===== src/rtl/iack_pkg.sv =====
package iack_pkg;
  localparam int N_SRC = 3;
  localparam int SEL_W = $clog2(N_SRC);
  localparam int WSEL_W = $clog2(N_SRC + 1);

  typedef enum logic [SEL_W-1:0] {
    SRC_RX  = 2'd0,
    SRC_TX  = 2'd1,
    SRC_MDM = 2'd2
  } src_e;

  localparam logic [WSEL_W-1:0] WSEL_VEC = WSEL_W'(N_SRC);
endpackage


===== src/rtl/iack_regs.sv =====
module iack_regs
  import iack_pkg::*;
#(
  parameter int LVL_W  = 7,
  parameter int VEC_W  = 8,
  parameter int DATA_W = 8
) (
  input  logic                         clk_i,
  input  logic                         rst_ni,
  input  logic                         wr_en_i,
  input  logic [WSEL_W-1:0]            wr_sel_i,
  input  logic [DATA_W-1:0]            wr_data_i,
  output logic [N_SRC-1:0][LVL_W-1:0]  lvl_o,
  output logic [VEC_W-1:0]             vec_o
);
  for (genvar g = 0; g < N_SRC; g++) begin : g_lvl
    always_ff @(posedge clk_i or negedge rst_ni) begin
      if (!rst_ni) lvl_o[g] <= '0;
      else if (wr_en_i && wr_sel_i == WSEL_W'(g)) lvl_o[g] <= wr_data_i[LVL_W-1:0];
    end
  end

  always_ff @(posedge clk_i or negedge rst_ni) begin
    if (!rst_ni) vec_o <= '0;
    else if (wr_en_i && wr_sel_i == WSEL_VEC) vec_o <= wr_data_i[VEC_W-1:0];
  end
endmodule


===== src/rtl/iack_match.sv =====
module iack_match
  import iack_pkg::*;
#(
  parameter int LVL_W = 7
) (
  input  logic [N_SRC-1:0]             req_i,
  input  logic [N_SRC-1:0][LVL_W-1:0]  lvl_i,
  input  logic [LVL_W-1:0]             addr_i,
  output logic                         hit_o,
  output logic [SEL_W-1:0]             sel_o
);
  logic [N_SRC-1:0] cand;

  for (genvar g = 0; g < N_SRC; g++) begin : g_cmp
    assign cand[g] = req_i[g] && (lvl_i[g] == addr_i);
  end

  // lowest index wins: walk downward so index 0 is assigned last
  always_comb begin
    sel_o = '0;
    for (int i = N_SRC - 1; i >= 0; i--) begin
      if (cand[i]) sel_o = SEL_W'(i);
    end
  end

  assign hit_o = |cand;
endmodule


===== src/rtl/iack_cycle.sv =====
module iack_cycle
  import iack_pkg::*;
(
  input  logic             clk_i,
  input  logic             rst_ni,
  input  logic             iack_ni,
  input  logic             hit_i,
  input  logic [SEL_W-1:0] sel_i,
  input  logic             eoi_i,
  output logic             keep_now_o,
  output logic             ctx_valid_o,
  output logic [SEL_W-1:0] ctx_type_o
);
  logic active_q, keep_q, start;

  assign start = !iack_ni && !active_q;

  always_ff @(posedge clk_i or negedge rst_ni) begin
    if (!rst_ni) begin
      active_q <= 1'b0;
      keep_q   <= 1'b0;
    end else begin
      active_q <= !iack_ni;
      if (start) keep_q <= hit_i;
    end
  end

  // before the first edge of a cycle the live decision is used
  assign keep_now_o = active_q ? keep_q : hit_i;

  always_ff @(posedge clk_i or negedge rst_ni) begin
    if (!rst_ni) begin
      ctx_valid_o <= 1'b0;
      ctx_type_o  <= '0;
    end else if (start && hit_i) begin
      ctx_valid_o <= 1'b1;
      ctx_type_o  <= sel_i;
    end else if (eoi_i) begin
      ctx_valid_o <= 1'b0;
      ctx_type_o  <= '0;
    end
  end
endmodule


===== src/rtl/iack_chain_ctrl.sv =====
module iack_chain_ctrl
  import iack_pkg::*;
#(
  parameter int LVL_W  = 7,
  parameter int VEC_W  = 8,
  parameter int DATA_W = 8
) (
  input  logic              clk_i,
  input  logic              rst_ni,
  input  logic [2:0]        src_req_i,
  input  logic              iack_ni,
  input  logic [LVL_W-1:0]  addr_i,
  input  logic              wr_en_i,
  input  logic [1:0]        wr_sel_i,
  input  logic [DATA_W-1:0] wr_data_i,
  input  logic              eoi_i,
  output logic [2:0]        irq_no_o,
  output logic              iack_no_o,
  output logic [VEC_W-1:0]  vec_o,
  output logic              vec_oe_o,
  output logic              ctx_valid_o,
  output logic [1:0]        ctx_type_o
);
  logic [N_SRC-1:0]            req_q;
  logic [N_SRC-1:0][LVL_W-1:0] lvl;
  logic [VEC_W-1:0]            vec_q;
  logic                        hit, keep_now;
  logic [SEL_W-1:0]            sel;

  always_ff @(posedge clk_i or negedge rst_ni) begin
    if (!rst_ni) req_q <= '0;
    else         req_q <= src_req_i;
  end

  assign irq_no_o = ~req_q;

  iack_regs #(.LVL_W(LVL_W), .VEC_W(VEC_W), .DATA_W(DATA_W)) u_regs (
    .clk_i     (clk_i),
    .rst_ni    (rst_ni),
    .wr_en_i   (wr_en_i),
    .wr_sel_i  (wr_sel_i),
    .wr_data_i (wr_data_i),
    .lvl_o     (lvl),
    .vec_o     (vec_q)
  );

  iack_match #(.LVL_W(LVL_W)) u_match (
    .req_i  (req_q),
    .lvl_i  (lvl),
    .addr_i (addr_i),
    .hit_o  (hit),
    .sel_o  (sel)
  );

  iack_cycle u_cycle (
    .clk_i       (clk_i),
    .rst_ni      (rst_ni),
    .iack_ni     (iack_ni),
    .hit_i       (hit),
    .sel_i       (sel),
    .eoi_i       (eoi_i),
    .keep_now_o  (keep_now),
    .ctx_valid_o (ctx_valid_o),
    .ctx_type_o  (ctx_type_o)
  );

  assign iack_no_o = iack_ni || keep_now;
  assign vec_oe_o  = !iack_ni && keep_now;
  assign vec_o     = vec_oe_o ? vec_q : '0;
endmodule


===== config.mk =====
export PLATFORM = sky130hd
export DESIGN_NAME = iack_chain_ctrl
export DESIGN_NICKNAME = d
export VERILOG_FILES = /design/src/rtl/iack_pkg.sv /design/src/rtl/iack_regs.sv /design/src/rtl/iack_match.sv /design/src/rtl/iack_cycle.sv /design/src/rtl/iack_chain_ctrl.sv
export SDC_FILE = /design/constraint.sdc
export NUM_CORES = 1
export LEC_CHECK = 0
export CAP_MARGIN = 20
export CELL_PAD_IN_SITES_DETAIL_PLACEMENT = 1
export CELL_PAD_IN_SITES_GLOBAL_PLACEMENT = 2
export CORE_MARGIN = 4
export CORE_UTILIZATION = 35
export CTS_CLUSTER_DIAMETER = 50
export CTS_CLUSTER_SIZE = 24
export DETAILED_ROUTE_END_ITERATION = 7
export HOLD_SLACK_MARGIN = 0.05
export PLACE_DENSITY_LB_ADDON = 0.2
export RECOVER_POWER = 50
export SLEW_MARGIN = 20
export SYNTH_ARGS = -nofsm -noshare
export SYNTH_HDL_FRONTEND = slang
export SYNTH_SLANG_ARGS = --single-unit

===== constraint.sdc =====
create_clock -name clk_i -period 6.2 [get_ports clk_i]
set_clock_uncertainty 0.2 [all_clocks]
set_input_delay 1.55 -clock clk_i [delete_from_list [all_inputs] [get_ports clk_i]]
set_output_delay 1.55 -clock clk_i [all_outputs]
set_load 0.005 [all_outputs]

## After elaboration in Yosys (flattened, before gate mapping)

Index checks and enable logic that the tools add are counted.

- Bits in registers: 37
- Logic and storage cells: 41

- Equality and inequality tests: 6
- Muxes and demuxes: 9
- Bitwise logic cells: 1
- Reductions and logical operators: 16

Operator list:

| operator | count |
|---|---|
| 7-bit == test | 3 |
| 1-bit logical AND | 10 |
| 2-bit two-way mux | 5 |
| 8-bit two-way mux | 1 |
| 2-bit == test (second input constant) | 2 |
| 1-bit two-way mux | 3 |
| 3-bit inverter | 1 |
| 3-bit OR reduction | 1 |
| 2-bit by 1-bit == test with 1-bit output (second input constant) | 1 |
| 1-bit zero test | 2 |
| 2-bit zero test | 1 |
| 2-bit nonzero test | 1 |
| 1-bit logical OR | 1 |

## Longest topological paths before layout

Gate-level depths: netlist of the first run.

- Word-level depth: 6
- Gate-level depth with buffers: 5

## Hierarchy

Synthesis of the first run repeated with hierarchy kept, for this count alone.

- Cells, all modules: 128
- Area total of the unflattened synthesis: 1,759.2 um2

Modules (own cells, without submodules):

| module | times used | cells each | area an instance (um2) |
|---|---|---|---|
| iack_regs | 1 | 62 | 1,103.6 |
| iack_match | 1 | 34 | 275.3 |
| iack_cycle | 1 | 16 | 211.5 |
| iack_chain_ctrl | 1 | 16 | 168.9 |

## Least setup slack after synthesis of the first run

OpenSTA, ideal clock, no wires.

- Path type: input to output
- From: input addr_i[0]
- To: output vec_o[0]
- Arrival time: 2.609 ns
- Required time: 4.450 ns
- Slack: 1.841 ns
- Stages: 5
- Path buffers: 0
- Cells stage by stage: xor2_1 > nor4_2 > and4_4 > o311a_4 > and2_1

- Word-level cells in the longest chain between the ends: 6
- Elaborated cells between the ends (all ways): 10

RTL lines:

| item | line | RTL |
|---|---|---|
| start, declared | iack_chain_ctrl.sv:12 | `input logic [LVL_W-1:0] addr_i,` |
| 7-bit == test | iack_match.sv:15 | `assign cand[g] = req_i[g] && (lvl_i[g] == addr_i);` |
| 1-bit logical AND | iack_match.sv:15 |  |
| 3-bit OR reduction * | iack_match.sv:26 | `assign hit_o = \|cand;` |
| 1-bit two-way mux * | iack_cycle.sv:29 | `assign keep_now_o = active_q ? keep_q : hit_i;` |
| 1-bit logical AND * | iack_chain_ctrl.sv:68 | `assign vec_oe_o = !iack_ni && keep_now;` |
| named net vec_oe_o | iack_chain_ctrl.sv:20 | `output logic vec_oe_o,` |
| 8-bit two-way mux * | iack_chain_ctrl.sv:69 | `assign vec_o = vec_oe_o ? vec_q : '0;` |
| end, declared | iack_chain_ctrl.sv:19 | `output logic [VEC_W-1:0] vec_o,` |

The timed path passes the listed nets; every way through them passes the cells marked *.

## Worst setup path in the final report of the first run

- From: input addr_i[4]
- To: output vec_o[5]

- Word-level cells in the longest chain between the ends: 6
- Elaborated cells between the ends (all ways): 10

RTL lines:

| item | line |
|---|---|
| 7-bit == test | iack_match.sv:15 |
| 1-bit logical AND | iack_match.sv:15 |
| 3-bit OR reduction * | iack_match.sv:26 |
| 1-bit two-way mux * | iack_cycle.sv:29 |
| 1-bit logical AND * | iack_chain_ctrl.sv:68 |
| 8-bit two-way mux * | iack_chain_ctrl.sv:69 |

Mark *: on every way between the ends. The rest lies on a longest branch, timed or not.

==> reports/metrics.csv, run 1 <==
stage;metric;value;unit
power;pwr-share-clk;33.5;%
detailed_routing;routed.top_layer;met4;
detailed_routing;drtIter0Drc;15;
finish;diodes;0;
worst_hold_path;worstHoldPathType;flip-flop to flip-flop;
power;seqPwrFrac;47.3;%
power;powerDensity;273.8;nW/um2
logic_synthesis;ys_seq_area_share;53.31;%
cts;cts_setup_buffers;0;
sta;fin_crit;5.510;ns
cts;cts.sink_count;37;
finish;multi_input_area;784.5;um2
logic_synthesis;async_flop_share;100.0;%
placement;dp_hpwl;3.099;mm
finish;drive_above_1_share;22.83;%
power;p_comb_share;19.2;%
detailed_routing;ant_nets;0;
cts;cts-root-buf;clkbuf_8;
floorplan;core.rowCount;25;
power;intPower;0.4839;mW
floorplan;dieArea;6153;um2
cts;cts_buffers;5;
floorplan;core-area;4755;um2
cts;cts_tree;built;
setup_path;end_kind;output pin;
finish;fin_nets;208;
cts;cts_max_path_buffers;2;
cts;cts_resized;0;
detailed_routing;post_drt_wl_per_cell;15.75;um
sta;finalCritPeriodShare;88.87;%
logic_synthesis;synth.cell_area;1737;um2
cts;clk_pin_slew;0.07;ns
logic_synthesis;syn_inst;135;
detailed_routing;wl_met2;1.996;mm
logic_synthesis;yosys_register_bits;37;
setup_path;arrival;3.76;ns
finish;n_fill_cell;518;
global_routing;globalRouteOverflowTotal;0;
setup_path;crit_top_cell;clkdlybuf4s50_1;
logic_synthesis;synth_edf_count;0;
logic_synthesis;syn_avg_cell_area;12.86;um2
finish;layout_common_cells;dfrtp_1 (37), clkdlybuf4s50_1 (34), mux2_2 (29), xor2_1 (12);
detailed_routing;drc;0;
floorplan;fp.dieH;78.44;um
floorplan;initial_core_util;36.53;%
cts;worstSkewPairLatency;0.29;ns
sta;hold_viol_final;0;
power;p_leak;0.9528;nW
detailed_routing;wirelength;3.953;mm
detailed_routing;vias_per_cell;4.753;
detailed_routing;wl_met3;188;um
setup_path;path_class;input port to output pin;
setup_path;worst-path-buf-inv;2;
detailed_routing;met1_length;1.712;mm
power;switching_share;24.51;%
power;power_switching;0.1571;mW
placement;port_buffers;40;
finish;area_delta_synth_final;34.80;%
finish;final_util;49.24;%
setup_path;start_kind;input port;
detailed_routing;vias;1193;
setup_path;r2r_cells;5;
global_routing;grt_pass1_vias;1425;
setup_path;slowest_delay;0.50;ns
finish;layout_commonest_cell;dfrtp_1;
floorplan;io_pins;41;
setup_path;critPathMaxFanout;9;
floorplan;die_w;78.44;um
finish;seqCellArea;925.9;um2
global_routing;grt_pass1_wl;6.879;mm
sta;fmax;181.5;MHz
sta;setup_viol;0;
logic_synthesis;ys_warn_count;0;
sta;relSlewSlack;-32.03;%
sta;rsz0062_at_grt;no;
job;drv_cap;1;
cts;h-tree-depth;2;
sta;setup_tns;0;ns
setup_path;path_depth;7;
placement;place.gp.congestion;0.7191;
logic_synthesis;synth_flop_cell;dfrtp_1;
global_routing;grt_start_max_net_pins;38;
logic_synthesis;syn_nets;160;
setup_path;worstPathCellList;clkdlybuf4s50_1, xor2_1, nor4_2, and4_4, o311a_4, and2_1, clkdlybuf4s50_1;
cts;postCtsHoldBufs;0;
logic_synthesis;yosysUniqueCellTypes;20;
global_routing;antenna_found_initial;0;
run_status;status;complete, but fails checks;
global_routing;grt_use_total;14.45;%
detailed_routing;dr.pass1.iters;4;
setup_path;crit_family;buffers and inverters;
setup_path;cp.required;4.45;ns
run_status;violations;max-capacitance violations, max-slew violations;
setup_path;slowest_stage;clkdlybuf4s50_1;
worst_hold_path;whs_path_depth;1;
sta;slew_violations;38;
power;ir_drop;0.0001829;V
sta;worstMarginPinSlew;1.980;ns
-- stage by stage --
| stage | power (mW) | hold slack [ns] | cells | setup WS [ns] | area (um2) |
|---|---|---|---|---|---|
| after floorplan | 0.3762 | 0.2706 | 135 | 1.841 | 1737 |
| after global placement | 0.4290 | 0.2785 | 243 | 0.7093 | 2228 |
| after detailed placement | 0.4348 | 0.2889 | 243 | 0.6841 | 2228 |
| after CTS | 0.6527 | 0.3061 | 251 | 0.6775 | 2345 |
| after global routing | 0.6786 | 0.3244 | 251 | 0.5247 | 2341 |
| final | 0.6411 | 0.3045 | 251 | 0.6904 | 2341 |
-- logic make-up after synthesis --
logic type	count (synthesis)	share of synthesized area (%)
DFF	37	53.31
and+or+nand+nor	32	12.10
muxes	29	18.80
xor gates and xnor gates	21	10.59
AOI/OAI and AO/OA	9	3.674
buffers and inverters	7	1.513
-- flip-flops by register name (all words and copies together) (netlist names) --
signal / cells
u_cycle.active_q: 1
u_cycle.keep_q: 1
u_cycle.ctx_type_o: 2
req_q: 3
u_cycle.ctx_valid_o: 1
u_regs.vec_o: 8
u_regs.lvl_o: 21
-- layout make-up --
cell class	instances	share of cell area, %
Sequential cell	37	39.55
Inverter	7	1.122
Timing Repair Buffer	41	17.26
Clock buffer	7	3.688
Clock inverter	1	1.283
Multi-Input combinational cell	91	33.51
Tap cell	67	3.581
-- routing by layer --
metal / global-route usage (%) / vias up
li1: - / 562
met1: 17.51 / 592
met2: 24.14 / 33
met3: 3.440 / 6
met4: 6.818 / 0
met5: 0 / -
-- Yosys cell counts (3+ instances only) --
cell type / count / area share, %
a21oi_1: 3 / 0.86
and2_1: 9 / 3.2
dfrtp_1: 37 / 53
inv_1: 7 / 1.5
mux2_2: 29 / 19
nand4_1: 4 / 1.4
nor2_1: 6 / 1.3
o21ai_0: 3 / 0.86
xnor2_1: 9 / 4.5
xor2_1: 12 / 6.1
-- power by group through the flow --
stage	registers [mW]	logic (mW)	clock network, mW
after CTS	0.304	0.127	0.222
after global routing	0.308	0.136	0.234
final	0.303	0.123	0.215
after detailed placement	0.309	0.126	0
after floorplan	0.301	0.0750	0
after global placement	0.306	0.123	0
-- final timing paths --
kind / start / to / slack, ns
max: addr_i[4] / vec_o[5] / 0.69
min: u_regs.vec_o[4]$_DFFE_PN0P_ / u_regs.vec_o[4]$_DFFE_PN0P_ / 0.30
max reg2reg: u_regs.lvl_o[4]$_DFFE_PN0P_ / u_cycle.ctx_type_o[1]$_DFFE_PN0P_ / 4.47
min reg2reg: u_regs.vec_o[4]$_DFFE_PN0P_ / u_regs.vec_o[4]$_DFFE_PN0P_ / 0.30
max in group asynchronous: rst_ni / u_regs.vec_o[5]$_DFFE_PN0P_ / 2.51
min in group asynchronous: rst_ni / u_cycle.ctx_type_o[0]$_DFFE_PN0P_ / 2.15
-- worst register-to-register path, stage by stage (launching register included) --
cell	delay [ns]
dfrtp_1	0.39
xor2_1	0.17
nor4_2	0.32
and4_4	0.29
o21ai_0	0.08
and2_1	0.17
Power figures use the tool's default switching activity.
==> run 2: changes to the inputs <==
--- a/config.mk
+++ b/config.mk
@@ -15,7 +15,7 @@
 export DETAILED_ROUTE_END_ITERATION = 7
 export HOLD_SLACK_MARGIN = 0.05
 export PLACE_DENSITY_LB_ADDON = 0.2
-export RECOVER_POWER = 50
+export RECOVER_POWER = 100
 export SLEW_MARGIN = 20
 export SYNTH_ARGS = -nofsm -noshare
 export SYNTH_HDL_FRONTEND = slang
==> run 2 against run 1 <==
The run still ends with max-capacitance violations, max-slew violations left. Count of clock-buffer cells in the layout stayed put. First-iteration DRC count is 13% higher. Cell count stayed put. Power is 0.37% lower. Hold slack stayed put. Critical path type unchanged. Largest power group unchanged.
==> reports/metrics.csv, run 2 (synthesis gave the netlist of run 1 again) <==
stage;metric;value;unit
sta;slew_violations;38;
finish;drive_above_1_share;21.74;%
detailed_routing;post_drt_wl_per_cell;15.76;um
cts;cts_tree;built;
sta;fmax;175.9;MHz
cts;cts_max_path_buffers;2;
global_routing;antenna_found_initial;0;
detailed_routing;wirelength;3.956;mm
sta;relSlewSlack;-32.05;%
finish;reg_top3;u_regs.lvl_o (21), u_regs.vec_o (8), req_q (3);
finish;finalInstanceArea;2330;um2
global_routing;grt_start_max_net_pins;38;
finish;diodes;0;
finish;area_delta_synth_final;34.15;%
sta;fin_crit;5.684;ns
cts;h-tree-depth;2;
sta;rsz0062_at_grt;no;
placement;dp_hpwl;3.099;mm
cts;cts_buffers;5;
setup_path;r2r_slack;4.41;ns
finish;fin_nets;208;
placement;placed_cell_area;2228;um2
detailed_routing;drtIter0Drc;17;
detailed_routing;vias;1197;
cts;cts.sink_count;37;
setup_path;r2r_cells;5;
power;p_comb_share;18.9;%
placement;place.gp.congestion;0.7191;
setup_path;end_kind;output pin;
detailed_routing;ant_nets;0;
sta;setup_tns;0;ns
sta;worstMarginPinSlew;1.981;ns
detailed_routing;vias_per_cell;4.769;
floorplan;die_w;78.44;um
setup_path;path_class;input port to output pin;
global_routing;grt_use_total;14.45;%
power;p_leak;0.9606;nW
cts;clk_pin_slew;0.07;ns
setup_path;critPathMaxFanout;9;
floorplan;fp.dieH;78.44;um
setup_path;start_kind;input port;
placement;port_buffers;40;
global_routing;grt_pass1_wl;6.879;mm
finish;layout_common_cells;dfrtp_1 (37), mux2_2 (29), clkdlybuf4s50_1 (26), dlygate4sd3_1 (14), xor2_1 (12);
sta;hold_viol_final;0;
finish;regMostFlops;u_regs.lvl_o;
finish;largest_reg_flops;21;
cts;cts_setup_buffers;0;
power;ir_drop;0.0001829;V
job;drv_cap;1;
floorplan;dieArea;6153;um2
sta;finalCritPeriodShare;91.68;%
power;powerDensity;274.1;nW/um2
worst_hold_path;worstHoldPathType;flip-flop to flip-flop;
finish;layout_commonest_cell;dfrtp_1;
setup_path;rr_endpoint;u_cycle.ctx_type_o[1]$_DFFE_PN0P_;
worst_hold_path;min_to;u_regs.vec_o[4]$_DFFE_PN0P_;
run_status;status;complete, but fails checks;
detailed_routing;drc;0;
finish;n_fill_cell;520;
worst_hold_path;whs_path_depth;1;
power;intPower;0.4826;mW
setup_path;arrival;3.93;ns
power;switching_share;24.43;%
cts;cts-root-buf;clkbuf_8;
cts;cts_resized;0;
setup_path;r2r-start;u_regs.lvl_o[4]$_DFFE_PN0P_;
floorplan;initial_core_util;36.53;%
global_routing;grt_pass1_vias;1425;
run_status;violations;max-capacitance violations, max-slew violations;
global_routing;globalRouteOverflowTotal;0;
power;power_switching;0.1560;mW
power;pwr-share-clk;33.7;%
floorplan;core-area;4755;um2
worst_hold_path;min_from;u_regs.vec_o[4]$_DFFE_PN0P_;
power;seqPwrFrac;47.5;%
detailed_routing;dr.pass1.iters;4;
cts;postCtsHoldBufs;0;
floorplan;core.rowCount;25;
cts;worstSkewPairLatency;0.29;ns
floorplan;io_pins;41;
setup_path;cp.required;4.45;ns
sta;setup_viol;0;
[run 2: metal layers]
metal  share of wire [%]  vias up  routed length (um)  GRT usage [%]
met5                   0        -                   0              0
met4                 1.5        0                  59          6.818
met3                 4.8        6                 188          3.440
met2                  50       33                1990          24.14
met1                  43      595                1717          17.51
li1                    -      563                   -              -
[run 2: per-stage QoR]
step | hold slack (ns) | total power, mW | worst slack, ns | util, % | cells
2_1_floorplan | 0.2706 | 0.3762 | 1.841 | - | 135
3_3_place_gp | 0.2785 | 0.4290 | 0.7093 | 46.87 | 243
3_5_place_dp | 0.2889 | 0.4348 | 0.6841 | 46.87 | 243
4_1_cts | 0.3061 | 0.6527 | 0.6775 | 49.32 | 251
5_1_grt | 0.3244 | 0.6763 | 0.3011 | 49.00 | 251
6_report | 0.3045 | 0.6387 | 0.5161 | 49.00 | 251
[run 2: layout make-up]
cell class	instances	area, um2	share of cell area (%)
clock inverters	1	30.03	1.289
multi-input cells	91	773.2	33.19
inverters	7	26.28	1.128
flip-flops and latches	37	925.9	39.74
repair buffers	41	404.1	17.35
clock buffers	7	86.33	3.706
well taps	67	83.83	3.598
[run 2: how the worst max path moves through the flow]
| stage | from | end | slack (ns) | cells past startpoint |
|---|---|---|---|---|
| final | addr_i[4] | vec_o[5] | 0.52 | 7 |
| after global routing | addr_i[4] | vec_o[4] | 0.30 | 7 |
| after CTS | addr_i[4] | vec_o[2] | 0.68 | 7 |
| after detailed placement | addr_i[4] | vec_o[2] | 0.68 | 7 |
| after global placement | addr_i[4] | vec_o[2] | 0.71 | 7 |
| after floorplan | addr_i[0] | vec_o[0] | 1.84 | 5 |
[run 2: power by group through the flow]
| stage | Combinational, mW | Clock [mW] | Sequential [mW] |
|---|---|---|---|
| after floorplan | 0.0750 | 0 | 0.301 |
| after global placement | 0.123 | 0 | 0.306 |
| after detailed placement | 0.126 | 0 | 0.309 |
| after CTS | 0.127 | 0.222 | 0.304 |
| after global routing | 0.134 | 0.234 | 0.308 |
| final | 0.121 | 0.215 | 0.303 |
[run 2: worst max-delay path, cell delays in order]
cell	delay [ns]
dlygate4sd3_1	0.61
xor2_1	0.20
nor4_1	0.37
and4_4	0.31
o311a_4	0.25
and2_1	0.14
clkdlybuf4s50_1	0.50
==> run 3: changes to the inputs <==
--- a/config.mk
+++ b/config.mk
@@ -9,10 +9,11 @@
 export CELL_PAD_IN_SITES_DETAIL_PLACEMENT = 1
 export CELL_PAD_IN_SITES_GLOBAL_PLACEMENT = 2
 export CORE_MARGIN = 4
-export CORE_UTILIZATION = 35
+export CORE_UTILIZATION = 44
 export CTS_CLUSTER_DIAMETER = 50
 export CTS_CLUSTER_SIZE = 24
 export DETAILED_ROUTE_END_ITERATION = 7
+export DONT_BUFFER_PORTS = 1
 export HOLD_SLACK_MARGIN = 0.05
 export PLACE_DENSITY_LB_ADDON = 0.2
 export RECOVER_POWER = 100
==> run 3 against run 2 <==
The flow now finishes without violations. Sequential power barely moved. Utilization up 0.70 points. Clock power down 23%. Die area decreased by 18%. Cell count fell by 24%. Count of clock-buffer cells in the layout did not move. First-iteration DRC count up 12%. Critical path type unchanged. Largest cell class unchanged.
==> reports/metrics.csv, run 3 (synthesis gave the netlist of run 1 again) <==
stage;metric;value;unit
sta;fin_crit;4.753;ns
detailed_routing;post_drt_wl_per_cell;19.38;um
detailed_routing;vias_per_cell;5.484;
setup_path;end_kind;output pin;
sta;finalCritPeriodShare;76.66;%
sta;fmax;210.4;MHz
sta;setup_tns;0;ns
finish;layout_commonest_cell;dfrtp_1;
placement;dp_hpwl;2.815;mm
sta;hold_viol_final;0;
cts;postCtsHoldBufs;0;
cts;h-tree-depth;2;
setup_path;slowest_stage;o311a_1;
run_status;status;finished clean;
setup_path;r2r_cells;5;
power;powerDensity;298.6;nW/um2
floorplan;die_w;70.83;um
detailed_routing;ant_nets;0;
floorplan;core.rowCount;22;
setup_path;cp.required;4.45;ns
cts;cts.sink_count;37;
finish;area_delta_synth_final;7.132;%
setup_path;r2r-start;u_regs.lvl_o[6]$_DFFE_PN0P_;
sta;whs;0.2995;ns
sta;relSlewSlack;14.15;%
placement;port_buffers;0;
cts;cts_buffers;5;
cts;clk_pin_slew;0.06;ns
global_routing;antenna_found_initial;0;
global_routing;grt_start_max_net_pins;38;
setup_path;start_kind;input port;
sta;rsz0062_at_grt;no;
setup_path;arrival;3.00;ns
cts;cts_resized;0;
worst_hold_path;min_from;u_regs.vec_o[7]$_DFFE_PN0P_;
sta;worstMarginPinSlew;1.285;ns
setup_path;rr_endpoint;u_cycle.ctx_type_o[1]$_DFFE_PN0P_;
setup_path;path_class;input port to output pin;
setup_path;slowest_delay;0.40;ns
setup_path;critPathMaxFanout;9;
finish;layout_common_cells;dfrtp_1 (37), mux2_2 (29), xor2_1 (12), xnor2_1 (9), and2_0 (8);
finish;reg_top3;u_regs.lvl_o (21), u_regs.vec_o (8), req_q (3);
sta;slew_violations;0;
setup_path;worstPathCellList;xor2_1, nor4_1, and4_4, o311a_1, and2_0;
detailed_routing;wirelength;3.683;mm
floorplan;core-area;3744;um2
detailed_routing;drc;0;
detailed_routing;vias;1042;
worst_hold_path;whs_path_depth;1;
floorplan;io_pins;41;
floorplan;initial_core_util;46.39;%
setup_path;r2r_slack;4.41;ns
finish;largest_reg_flops;21;
global_routing;grt_use_total;16.18;%
detailed_routing;drtIter0Drc;19;
cts;cts_max_path_buffers;2;
cts;cts_tree;built;
finish;diodes;0;
cts;cts_setup_buffers;0;
cts;cts-root-buf;clkbuf_8;
job;drv_cap;0;
placement;place.gp.congestion;0.7381;
finish;drive_above_1_share;26.76;%
power;ir_drop;0.0001240;V
floorplan;fp.dieH;70.83;um
finish;fin_nets;167;
finish;regMostFlops;u_regs.lvl_o;
setup_path;crit_start;addr_i[6];
worst_hold_path;min_to;u_regs.vec_o[7]$_DFFE_PN0P_;
power;p_leak;0.7746;nW
sta;setup_viol;0;
floorplan;dieArea;5016;um2
detailed_routing;dr.pass1.iters;2;
global_routing;globalRouteOverflowTotal;0;
global_routing;grt_pass1_vias;1198;
worst_hold_path;worstHoldPathType;flip-flop to flip-flop;
global_routing;grt_pass1_wl;6.106;mm
cts;worstSkewPairLatency;0.29;ns
run 3: worst max-delay path, delay by kind of cell:
kind,cells,cell delay (ns)
compound gates,1,0.40
simple gates,3,0.89
xor+xnor,1,0.16
run 3: final cells by class:
class                      instances  area [um2]
clock buffer                       7       86.33
fill                             413        1883
inverter                           7       26.28
multi-input combinational         91       762.0
sequential                        37       925.9
tap                               48       60.06
run 3: layer usage:
| metal | vias up | GRT usage, % | part of all wire (%) |
|---|---|---|---|
| met2 | 27 | 26.57 | 49 |
| li1 | 479 | - | - |
| met5 | - | 0 | 0 |
| met4 | 0 | 6.889 | 2.0 |
| met3 | 7 | 6.534 | 6.1 |
| met1 | 529 | 18.69 | 43 |
run 3: where the power goes:
group | total, mW | internal, mW | switching [mW]
registers | 0.304 | 0.280 | 0.0239
clock network | 0.166 | 0.0881 | 0.0782
logic | 0.0854 | 0.0504 | 0.0350
run 3: worst max-delay path by stage:
stage                    end  slack, ns
floorplan           vec_o[0]       1.84
global placement    vec_o[0]       1.70
detailed placement  vec_o[5]       1.67
CTS                 vec_o[5]       1.68
global route        vec_o[0]       1.32
finish              vec_o[4]       1.45
run 3: through the flow:
stage	std cells	worst slack (ns)	total power, mW	util [%]	area [um2]
6_report	190	1.447	0.5556	49.70	1861
5_1_grt	190	1.319	0.5899	49.70	1861
4_1_cts	190	1.676	0.5683	50.30	1883
3_5_place_dp	183	1.674	0.3981	47.99	1797
3_3_place_gp	183	1.703	0.3930	47.99	1797
2_1_floorplan	135	1.841	0.3762	-	1737
